## config.mk

```make
export PLATFORM = sky130hd
export DESIGN_NAME = lcdt_raster_top
export DESIGN_NICKNAME = d
export VERILOG_FILES = /design/src/rtl/lcdt_pkg.sv /design/src/rtl/lcdt_cfg_decode.sv /design/src/rtl/lcdt_axis_ctr.sv /design/src/rtl/lcdt_raster_top.sv
export SDC_FILE = /design/constraint.sdc
export NUM_CORES = 1
export LEC_CHECK = 0
export BUFFER_PORTS_ARGS = -buffer_cell sky130_fd_sc_hd__clkbuf_2
export CORE_MARGIN = 10
export CORE_UTILIZATION = 25
export DETAILED_ROUTE_END_ITERATION = 12
export GPL_TIMING_DRIVEN = 0
export SYNTH_ARGS = -nofsm -noshare
export SYNTH_HDL_FRONTEND = slang
export SYNTH_SLANG_ARGS = --single-unit
```

## constraint.sdc

```tcl
create_clock -name clk -period 7.3 [get_ports clk]
set_input_delay 0.365 -clock clk [delete_from_list [all_inputs] [get_ports clk]]
set_output_delay 0.365 -clock clk [all_outputs]
set_load 0.1 [all_outputs]
```

## src/rtl/lcdt_pkg.sv

```systemverilog
package lcdt_pkg;
  // configuration field widths (register encodings)
  localparam int HACT_FW     = 7;
  localparam int HPORCH_LO_W = 8;
  localparam int HPORCH_HI_W = 2;
  localparam int HSW_LO_W    = 6;
  localparam int HSW_HI_W    = 4;
  localparam int LINES_LO_W  = 10;
  localparam int LINES_HI_W  = 1;
  localparam int VPORCH_W    = 8;
  localparam int VSW_W       = 6;
  // counter widths sized for the largest decoded totals
  localparam int H_W         = 13;
  localparam int V_W         = 12;
  localparam int MAX_HACT    = 2048;

  typedef struct packed {
    logic [H_W-1:0] h_act;
    logic [H_W-1:0] h_fp;
    logic [H_W-1:0] h_sw;
    logic [H_W-1:0] h_bp;
    logic [V_W-1:0] v_act;
    logic [V_W-1:0] v_fp;
    logic [V_W-1:0] v_sw;
    logic [V_W-1:0] v_bp;
    logic           hs_inv;
    logic           vs_inv;
  } lcdt_timing_t;
endpackage

```

## src/rtl/lcdt_cfg_decode.sv

```systemverilog
module lcdt_cfg_decode
  import lcdt_pkg::*;
#(
  parameter bit EXTENDED = 1'b1
) (
  input  logic [HACT_FW-1:0]     hact_f,
  input  logic [HPORCH_LO_W-1:0] hfp_lo,
  input  logic [HPORCH_HI_W-1:0] hfp_hi,
  input  logic [HPORCH_LO_W-1:0] hbp_lo,
  input  logic [HPORCH_HI_W-1:0] hbp_hi,
  input  logic [HSW_LO_W-1:0]    hsw_lo,
  input  logic [HSW_HI_W-1:0]    hsw_hi,
  input  logic [LINES_LO_W-1:0]  lines_lo,
  input  logic [LINES_HI_W-1:0]  lines_hi,
  input  logic [VPORCH_W-1:0]    vfp_f,
  input  logic [VPORCH_W-1:0]    vbp_f,
  input  logic [VSW_W-1:0]       vsw_f,
  input  logic                   hs_inv,
  input  logic                   vs_inv,
  output lcdt_timing_t           tim
);
  logic [HACT_FW-1:0]     hact_eff;
  logic [HPORCH_HI_W-1:0] hfp_hi_eff, hbp_hi_eff;
  logic [HSW_HI_W-1:0]    hsw_hi_eff;
  logic [LINES_HI_W-1:0]  lines_hi_eff;

  // the base variant ignores every extension bit
  generate
    if (EXTENDED) begin : g_ext
      assign hact_eff     = hact_f;
      assign hfp_hi_eff   = hfp_hi;
      assign hbp_hi_eff   = hbp_hi;
      assign hsw_hi_eff   = hsw_hi;
      assign lines_hi_eff = lines_hi;
    end else begin : g_base
      assign hact_eff     = {1'b0, hact_f[HACT_FW-2:0]};
      assign hfp_hi_eff   = '0;
      assign hbp_hi_eff   = '0;
      assign hsw_hi_eff   = '0;
      assign lines_hi_eff = '0;
    end
  endgenerate

  always_comb begin
    tim.h_act  = H_W'({hact_eff, 4'b0000}) + H_W'(16);
    tim.h_fp   = H_W'({hfp_hi_eff, hfp_lo}) + H_W'(1);
    tim.h_bp   = H_W'({hbp_hi_eff, hbp_lo}) + H_W'(1);
    tim.h_sw   = H_W'({hsw_hi_eff, hsw_lo}) + H_W'(1);
    tim.v_act  = V_W'({lines_hi_eff, lines_lo}) + V_W'(1);
    tim.v_fp   = V_W'(vfp_f);
    tim.v_bp   = V_W'(vbp_f);
    tim.v_sw   = V_W'(vsw_f) + V_W'(1);
    tim.hs_inv = hs_inv;
    tim.vs_inv = vs_inv;
  end
endmodule

```

## src/rtl/lcdt_axis_ctr.sv

```systemverilog
module lcdt_axis_ctr #(
  parameter int W = 13
) (
  input  logic         clk,
  input  logic         rst_n,
  input  logic         step,
  input  logic [W-1:0] len_act,
  input  logic [W-1:0] len_fp,
  input  logic [W-1:0] len_sw,
  input  logic [W-1:0] len_bp,
  output logic [W-1:0] pos,
  output logic         last,
  output logic         in_act,
  output logic         act_last,
  output logic         in_sync
);
  logic [W-1:0] sync_lo, sync_hi, total_m1;

  // segment order: active, front porch, sync, back porch
  assign sync_lo  = len_act + len_fp;
  assign sync_hi  = sync_lo + len_sw;
  assign total_m1 = sync_hi + len_bp - W'(1);

  assign last     = (pos == total_m1);
  assign in_act   = (pos < len_act);
  assign act_last = (pos == len_act - W'(1));
  assign in_sync  = (pos >= sync_lo) && (pos < sync_hi);

  always_ff @(posedge clk or negedge rst_n) begin
    if (!rst_n)    pos <= '0;
    else if (step) pos <= last ? '0 : pos + W'(1);
  end
endmodule

```

## src/rtl/lcdt_raster_top.sv

```systemverilog
module lcdt_raster_top
  import lcdt_pkg::*;
#(
  parameter bit EXTENDED = 1'b1
) (
  input  logic                   clk,
  input  logic                   rst_n,
  input  logic                   pix_ce,
  input  logic                   raster_en,
  input  logic [HACT_FW-1:0]     cfg_hact,
  input  logic [HPORCH_LO_W-1:0] cfg_hfp_lo,
  input  logic [HPORCH_HI_W-1:0] cfg_hfp_hi,
  input  logic [HPORCH_LO_W-1:0] cfg_hbp_lo,
  input  logic [HPORCH_HI_W-1:0] cfg_hbp_hi,
  input  logic [HSW_LO_W-1:0]    cfg_hsw_lo,
  input  logic [HSW_HI_W-1:0]    cfg_hsw_hi,
  input  logic [LINES_LO_W-1:0]  cfg_lines_lo,
  input  logic [LINES_HI_W-1:0]  cfg_lines_hi,
  input  logic [VPORCH_W-1:0]    cfg_vfp,
  input  logic [VPORCH_W-1:0]    cfg_vbp,
  input  logic [VSW_W-1:0]       cfg_vsw,
  input  logic                   cfg_hs_inv,
  input  logic                   cfg_vs_inv,
  output logic                   hsync,
  output logic                   vsync,
  output logic                   de,
  output logic [H_W-1:0]         x,
  output logic [V_W-1:0]         y,
  output logic                   eof,
  output logic                   frame_done
);
  lcdt_timing_t dec_tim, cur_tim;
  logic run_q, fdone_q;
  logic h_last, h_act, h_act_last, h_sync;
  logic v_last, v_act, v_act_last, v_sync;
  logic h_step, v_step, frame_end, start, load;

  lcdt_cfg_decode #(.EXTENDED(EXTENDED)) u_dec (
    .hact_f(cfg_hact), .hfp_lo(cfg_hfp_lo), .hfp_hi(cfg_hfp_hi),
    .hbp_lo(cfg_hbp_lo), .hbp_hi(cfg_hbp_hi),
    .hsw_lo(cfg_hsw_lo), .hsw_hi(cfg_hsw_hi),
    .lines_lo(cfg_lines_lo), .lines_hi(cfg_lines_hi),
    .vfp_f(cfg_vfp), .vbp_f(cfg_vbp), .vsw_f(cfg_vsw),
    .hs_inv(cfg_hs_inv), .vs_inv(cfg_vs_inv), .tim(dec_tim)
  );

  assign h_step    = pix_ce & run_q;
  assign v_step    = h_step & h_last;
  assign frame_end = v_step & v_last;
  assign start     = pix_ce & ~run_q & raster_en;
  assign load      = start | (frame_end & raster_en);

  lcdt_axis_ctr #(.W(H_W)) u_hctr (
    .clk(clk), .rst_n(rst_n), .step(h_step),
    .len_act(cur_tim.h_act), .len_fp(cur_tim.h_fp),
    .len_sw(cur_tim.h_sw), .len_bp(cur_tim.h_bp),
    .pos(x), .last(h_last), .in_act(h_act),
    .act_last(h_act_last), .in_sync(h_sync)
  );

  lcdt_axis_ctr #(.W(V_W)) u_vctr (
    .clk(clk), .rst_n(rst_n), .step(v_step),
    .len_act(cur_tim.v_act), .len_fp(cur_tim.v_fp),
    .len_sw(cur_tim.v_sw), .len_bp(cur_tim.v_bp),
    .pos(y), .last(v_last), .in_act(v_act),
    .act_last(v_act_last), .in_sync(v_sync)
  );

  always_ff @(posedge clk or negedge rst_n) begin
    if (!rst_n) begin
      run_q   <= 1'b0;
      fdone_q <= 1'b0;
      cur_tim <= '0;
    end else begin
      fdone_q <= frame_end & ~raster_en;
      if (load) cur_tim <= dec_tim;
      if (start)                        run_q <= 1'b1;
      else if (frame_end && !raster_en) run_q <= 1'b0;
    end
  end

  assign de         = run_q & h_act & v_act;
  assign hsync      = run_q ? (h_sync ^ cur_tim.hs_inv) : cfg_hs_inv;
  assign vsync      = run_q ? (v_sync ^ cur_tim.vs_inv) : cfg_vs_inv;
  assign eof        = run_q & pix_ce & h_act_last & v_act_last;
  assign frame_done = fdone_q;
endmodule

```

==> results of run 1 <==
## cells in the mapped netlist, types with 17 or more instances
cell / count / area, µm²
a21o_1: 21 / 158
a21oi_1: 65 / 325
and3_1: 21 / 131
clkbuf_1: 17 / 63.8
dfrtp_1: 105 / 2630
ha_1: 149 / 1860
inv_1: 115 / 432
mux2_1: 46 / 518
mux2i_1: 35 / 350
nand2_1: 56 / 210
nand3_1: 48 / 240
nand4_1: 21 / 131
nor2_1: 59 / 221
nor3_1: 20 / 100
o21ai_0: 54 / 270
xnor2_1: 93 / 815
xor2_1: 60 / 526
## final cells by class
type | instances | area share, %
well taps | 532 | 5.56
plain buffers | 28 | 1.23
inverters | 115 | 3.61
clock inverters | 4 | 0.428
multi-input cells | 916 | 60.4
clock buffers | 12 | 2.14
repair buffers | 106 | 4.69
flip-flops and latches | 105 | 21.9
## through the flow
stage,area (µm²),cells,util (%)
final,12000,1818,29.2
after global routing,12000,1818,29.2
after CTS,12000,1818,29.2
after detailed placement,11600,1802,28.4
after global placement,11600,1801,28.3
after floorplan,10400,1164,-
## registers in the layout (all words and copies together) (netlist names)
register,flops
u_hctr.pos,13
frame_done,1
run_q,1
u_vctr.pos,12
cur_tim,78
## worst max-delay path, cell delays in order, from the launching register on
cell and delay [ns]:
dfrtp_1 0.42, ha_1 0.25, fa_1 0.42, a21o_1 0.22, a221oi_1 0.51, nor2b_1 0.23
xnor2_1 0.16, ha_1 0.29, or2_2 0.27, o21ai_0 0.28, ha_1 0.29, inv_1 0.06
ha_1 0.28, nand3_1 0.13, o2111ai_1 0.16, a31o_1 0.25, a21oi_1 0.18, xnor2_1 0.16
xnor3_1 0.28, xnor2_2 0.45, nand4b_1 0.28, a21boi_2 0.39, buf_4 0.37, mux2_1 0.35
## how the worst max path moves through the flow
stage / start / to / slack [ns] / depth (start not counted)
after floorplan: cur_tim[38] / vsync / 1.44 / 16
after global placement: cur_tim[93] / cur_tim[77] / 0.42 / 25
after detailed placement: cur_tim[93] / cur_tim[80] / 0.28 / 25
after CTS: cur_tim[93] / cur_tim[80] / 0.20 / 25
after global routing: cur_tim[38] / cur_tim[31] / 0.05 / 25
final: cur_tim[38] / cur_tim[80] / 0.50 / 23
## logic make-up (layout without fill, tap and decap cells)
family | Yosys count | in the layout | synth area share [%]
mux | 81 | 81 | 8.33
xor+xnor | 155 | 155 | 13.2
flops | 105 | 105 | 25.2
simple gates | 292 | 292 | 14.3
fa+ha+maj | 155 | 155 | 19.0
buf+inv | 143 | 265 | 5.56
compound gates | 233 | 233 | 14.3
## metal layers
layer / up-vias / track usage, % / routed length, µm
li1: 4357 / - / -
met2: 183 / 21.0 / 14800
met3: 18 / 2.73 / 1610
met5: - / 0 / 0
met1: 4206 / 15.1 / 13600
met4: 0 / 2.00 / 252
## where the power goes
| part | switching [W] | total, W | leakage, nW | internal (W) |
|---|---|---|---|---|
| clock network | 0.000243 | 0.000529 | 0.149 | 0.000286 |
| logic | 0.00202 | 0.00349 | 4.19 | 0.00147 |
| registers | 0.000105 | 0.000761 | 1.28 | 0.000656 |
==> impl.org, run 1 <==
** Worst setup path
- Critical path class :: reg2reg
- Counting cells, the worst reg-to-reg path comes to 23.
- Crit path max fanout :: 10
- Endpoint type of the worst setup path :: flop
- STA classifies the critical path startpoint as a flop.
- In this run the critical register-to-register path is captured at cur_tim[80].
- Worst reg2reg setup slack :: 0.50 ns
- The worst register-to-register path begins at cur_tim[38].
- Crit path arrival time :: 7.06 ns
- Data on the critical path is required at its endpoint by roughly 7.6 ns.

** Placement
- Detailed placement HPWL :: 24700 µm
- Number of port buffers :: ~110
- Before CTS, the worst setup slack after placement is 0.280 ns.
- Final estimated routing congestion in global placement :: 0.867

** Global route
- Initial antenna violation count :: 0
- The number of global-route vias before repair is 8685.
- Global-route usage over all layers :: between 10% and 20%
- The total overflow left after global routing is 0.
- Global-route wire length before repair :: 47700 µm
- Pin count of the biggest net entering global routing :: 106

** STA
- Shortest clock period the worst path allows after layout :: a little under 7 ns
- Setup violations remaining at the end of the flow were counted as 0.
- Portion of the clock cycle consumed by the worst path in the final layout :: 93.2%
- The hold violation count in the final report is 0.
- Worst slew margin relative to its limit :: 15.1%
- Final-layout setup total negative slack :: 0 ns
- Timing would allow up to 147 MHz.
- Least-Margin Pin Slew :: 1.26 ns
- Clock skew :: 0.0106 ns
- Worst Setup Slack, final :: between 0.4 and 0.5 ns
- On the final layout, the worst hold slack is 0.0362 ns.
- Number of max-slew violations in the final report :: 0
- RSZ-0062 raised after global routing :: no

** Logic synthesis
- Cell area after synthesis :: approximately 0.010 mm²
- The synthesized netlist contains 65 unique library cells.
- The Yosys step of the flow raised 0 warnings.
- Flip-flop and latch count after synthesis :: 105
- FFs w/ async S/R, synth :: 100%
- Net Count, Synth :: 1395
- Number of cells produced by synthesis :: 1164
- Predominant post-synthesis flop cell :: dfrtp_1
- Post-synthesis sequential area ratio :: 25.2%
- Number of enable-type register cells in the synthesized netlist :: 0
- The average instance in the mapped netlist occupies approximately 9.0 µm².

** Drt
- Post-detailed-route count of antenna-violating nets :: 0
- Using the TritonRoute via totals, the vias-per-cell ratio works out to approximately 4.8.
- The routed layout has 8764 vias.
- Router iterations before antenna repair :: 5
- The final layout contains routed wiring with a total length of 30200 µm.
- Initial DRC count :: between 500 and 600
- Residual DRC count :: 0
- After detailed routing, the average wire length per cell comes to roughly 17 µm.

** Cells and area
- Number of nets in the final layout :: approximately 1500
- Diodes inserted :: 0
- Count of fill cells added during filler insertion :: between 4000 and 5000
- Most common cell after layout, fill and taps aside :: ha_1
- The multi-input combinational cells in the finished layout cover a total of between 0.007 and 0.008 mm².
- The top cell types in the final layout, fill and taps aside, are 149 x ha_1, 115 x inv_1, 105 x dfrtp_1, 104 x clkbuf_2, 93 x xnor2_1.
- Compared with the post-synthesis result, the final layout area differs by 14.9%.
- The sequential cells in the finished layout cover a total of 0.00263 mm².
- Ratio of cells with drive above 1 in the final layout :: between 10% and 20%

** Power and ir drop
- After layout, the design draws a total of around 0.0048 W.
- Max rail drop VDD :: 0.000274 V
- Pwr dens :: 399 mW/mm²
- The analysis attributes to cell leakage a power of 5.62 nW.

** Clock network
- Clock buffers created by TritonCTS :: 9
- After clock tree synthesis, the clock-pin slew on the worst setup and hold paths is 0.08 ns.
- The longest clock path from root to sink contains 2 buffers.
- The number of hold buffers added after CTS was 0.
- After clock tree synthesis, the repair step resized 0 gates.
- CTS saw 105 sinks.
- In this run the clock root is driven by a clkbuf_16.
- CTS H-Tree Depth :: 3
- After clock tree synthesis, the setup repair step added 0 buffers.
- TritonCTS built the clock tree.
- At the later pin of the worst-skew pair, clock insertion delay measures 0.37 ns.

** Status
- The flow ran to the end, and the final reports show no timing, DRC or antenna violations.

** Die
- DIE AREA :: 0.0503 mm²
- The floorplan has 74 rows.
- The region available for standard cell placement spans ~0.04 mm².
- Die height :: 224 µm
- I/O pins :: between 100 and 150
- In this run the horizontal extent of the chip is 224 µm.
- Starting Density :: 25.4%

** Flow run
- Across the run, the number of max-cap violations was 0.

** Hold path
- The worst hold path belongs to the class in2async.
(Power assumes the default switching activity.)
==> inputs of run 2 (changes only) <==
--- a/config.mk
+++ b/config.mk
@@ -7,9 +7,10 @@
 export LEC_CHECK = 0
 export BUFFER_PORTS_ARGS = -buffer_cell sky130_fd_sc_hd__clkbuf_2
 export CORE_MARGIN = 10
-export CORE_UTILIZATION = 25
+export CORE_UTILIZATION = 50
 export DETAILED_ROUTE_END_ITERATION = 12
 export GPL_TIMING_DRIVEN = 0
+export PLACE_DENSITY = 0.69
 export SYNTH_ARGS = -nofsm -noshare
 export SYNTH_HDL_FRONTEND = slang
 export SYNTH_SLANG_ARGS = --single-unit
==> impl.org, run 2 (synthesis results as in run 1) <==
** Cells and area
- In the final layout, the registers with the most flip-flops are cur_tim: 78 flops, u_hctr.pos: 13 flops, u_vctr.pos: 12 flops.
- Ratio of cells with drive above 1 in the final layout :: 11.1% (-0.14 points)
- Commonest cells after routing, fill and taps aside :: 149 x ha_1, 115 x inv_1, 105 x dfrtp_1, 104 x clkbuf_2, 93 x xnor2_1
- Number of nets in the final layout :: 1511 (-0.066%)
- Most common cell after layout, fill and taps aside :: ha_1
- Diodes inserted :: 0 (unchanged)
- The share of the core filled with cells in the final layout is 57.1% (+28 points).
- Register containing the most flip-flops in the final layout :: cur_tim
- The area growth from synthesis to layout is 11.6%.
- The number of flip-flops under the largest register name came to 78 (unchanged).

** Power and ir drop
- The leakage dissipation is 5.61 nW (-0.21%).
- Clock network fraction of total power :: 11.2% (about the same)
- The fraction of power spent switching nets came to 49.3% (-0.34 points).
- The combinational group share of total power was 73.1% (about the same).
- The proportion of power drawn by flip-flops and latches is 15.7% (-0.2 points).
- The switching power summed over all nets is 0.00237 W (-0.12%).
- The worst ir drop on vdd came to 0.000309 V (+13%).
- The power per standard cell area is 413 mW/mm² (+3.5%).
- The cell-internal power was 0.00244 W (+1.2%).

** Drt
- The total via count after detailed routing was 8769 (+0.057%).
- Per-cell via count in the routed design :: 5.64 (+17%)
- Residual DRC count :: 0 (unchanged)
- Router iterations before antenna repair :: 5 (unchanged)
- Drt total wl :: 27200 µm (-10%)
- Average wire length per cell after detail routing :: 17.5 µm (+5.3%)
- Post-detailed-route count of antenna-violating nets :: 0 (unchanged)
- The detailed router's first-iteration violation count was 476 (-16%).

** Clock network
- The clock-pin slew reported for the worst setup and hold paths after clock tree synthesis is 0.08 ns (about the same).
- The clock insertion delay at the later pin of the skew report was 0.36 ns (about the same).
- The number of sinks on the clock net is 105 (unchanged).
- The number of gates resized after cts is 0 (unchanged).
- The number of post-CTS setup repair buffers is 0 (unchanged).
- The cts-stage hold buffer count is 0 (unchanged).
- Number of buffers on the longest clock path :: 2 (unchanged)
- TritonCTS clock tree :: built
- The root buffer cell chosen for the clock tree is clkbuf_16.
- The CTS buffer count is 9 (unchanged).
- The number of H-tree branching levels came to 3 (unchanged).

** Placement
- The count of buffers inserted at the top-level ports came to 105 (unchanged).
- The global placer's final weighted congestion was 0.900 (+3.9%).
- Detailed placement HPWL :: 21600 µm (-12%)

** STA
- The clock skew came to 0.00913 ns (-0.00152 ns).
- The achievable frequency was 149 MHz (+1.2%).
- Count of endpoints failing hold in the final timing report :: 0 (unchanged)
- Shortest clock period the worst path allows after layout :: 6.72 ns (-0.0811 ns)
- Final setup vio count :: 0 (unchanged)
- The share of the clock period used by the worst path after layout came to 92.1% (-1.1 points).
- Number of max-slew violations in the final report :: 0 (unchanged)
- Setup repair after global routing left no endpoint under its margin.
- The max-slew headroom at the worst pin came to 27.1% (+12 points).
- Final-layout setup total negative slack :: 0 ns (unchanged)
- Least-Margin Pin Slew :: 1.08 ns (-0.178 ns)

** Hold path
- The min-delay analysis places its worst path in the category in2async.

** Die
- The initial cell density of the core is 51.2% (+26 points).
- DIE AREA :: 0.0270 mm² (-46%)
- Core area :: 0.0204 mm² (-50%)
- The die height is 164 µm (-27%).
- The total number of placement rows came to 52 (-30%).
- I/O pins :: 106 (unchanged)
- The horizontal die dimension was 164 µm (-27%).

** Worst setup path
- Crit path max fanout :: 10 (unchanged)
- Worst path required time :: 7.54 ns (about the same)
- STA classifies the critical path endpoint as a flop.
- Crit path arrival time :: 6.96 ns (-0.10 ns)
- STA classifies the critical path startpoint as a flop.
- The worst setup path is of the reg2reg kind.

** Global route
- Vias in the first global route :: 8824 (+1.6%)
- Pin count of the biggest net entering global routing :: 106 (unchanged)
- The remaining global-route overflow is 0 (unchanged).
- Global-route usage over all layers :: 20.3% (+8.3 points)
- Initial antenna violation count :: 0 (unchanged)
- The wire length of the first global-routing pass came to 44300 µm (-7.2%).

** Status
- Status :: finished clean

** Flow run
- The max-cap violation count was 0 (unchanged).
==> run 2: layout make-up <==
type	instances	area, µm²
fill	1905	8730
multi-input combinational	916	7250
sequential	105	2630
timing repair buffer	105	534
inverter	115	432
tap	270	338
clock buffer	11	233
buffer	28	148
clock inverter	4	76.3
==> run 2: power groups by stage <==
| stage | Sequential [W] | Combinational [W] | Clock [W] |
|---|---|---|---|
| after floorplan | 0.000853 | 0.00264 | 0 |
| after global placement | 0.000761 | 0.00334 | 0 |
| after detailed placement | 0.000764 | 0.00342 | 0 |
| after CTS | 0.000753 | 0.00345 | 0.000549 |
| after global routing | 0.000765 | 0.00394 | 0.000571 |
| final | 0.000753 | 0.00352 | 0.000539 |
==> run 2: path summary, 6_finish.rpt <==
path                              from           to  slack, ns  cells after the start
max                        cur_tim[38]  cur_tim[31]       0.58                     25
min                              rst_n   cur_tim[4]       0.11                      1
max reg2reg                cur_tim[38]  cur_tim[31]       0.58                     25
min reg2reg                 cur_tim[9]   cur_tim[9]       0.49                      1
max in group asynchronous        rst_n  cur_tim[94]       6.54                      1
min in group clk             raster_en   frame_done       0.18                      2
==> run 2: metal layers <==
layer | wire, µm | GRT usage [%] | vias to the layer above
met2 | 13900 | 37.4 | 178
li1 | - | - | 4350
met4 | 566 | 5.68 | 0
met5 | 0 | 0 | -
met1 | 11600 | 23.7 | 4205
met3 | 1140 | 3.51 | 36
==> run 2: worst max-delay path, cell delays in order, from the launching register on <==
cell and delay, ns:
dfrtp_1 0.42, ha_1 0.24, fa_1 0.41, a21o_1 0.22, a21oi_1 0.19, xnor2_1 0.19, ha_1 0.33, o21a_1 0.13
o31a_1 0.11, o21a_1 0.21, o21ai_1 0.30, o21ai_0 0.23, ha_1 0.33, inv_1 0.04, ha_1 0.35, nand3_1 0.13
o2111ai_1 0.17, a31o_1 0.25, a21oi_1 0.16, xnor2_1 0.16, xnor3_1 0.32, xnor2_4 0.36, nand4b_1 0.26, a21boi_2 0.37
buf_4 0.35, mux2_1 0.36
==> run 2: through the flow <==
stage          std cells  power (W)  setup WS [ns]  area (µm²)  hold slack, ns
6_report            1554    0.00481          0.577       11600           0.112
5_1_grt             1554    0.00528         0.0823       11600           0.173
4_1_cts             1554    0.00475          0.377       11600           0.169
3_5_place_dp        1539    0.00419          0.411       11300           0.479
3_3_place_gp        1539    0.00410          0.423       11300           0.470
2_1_floorplan       1164    0.00349           1.44       10400          0.0694
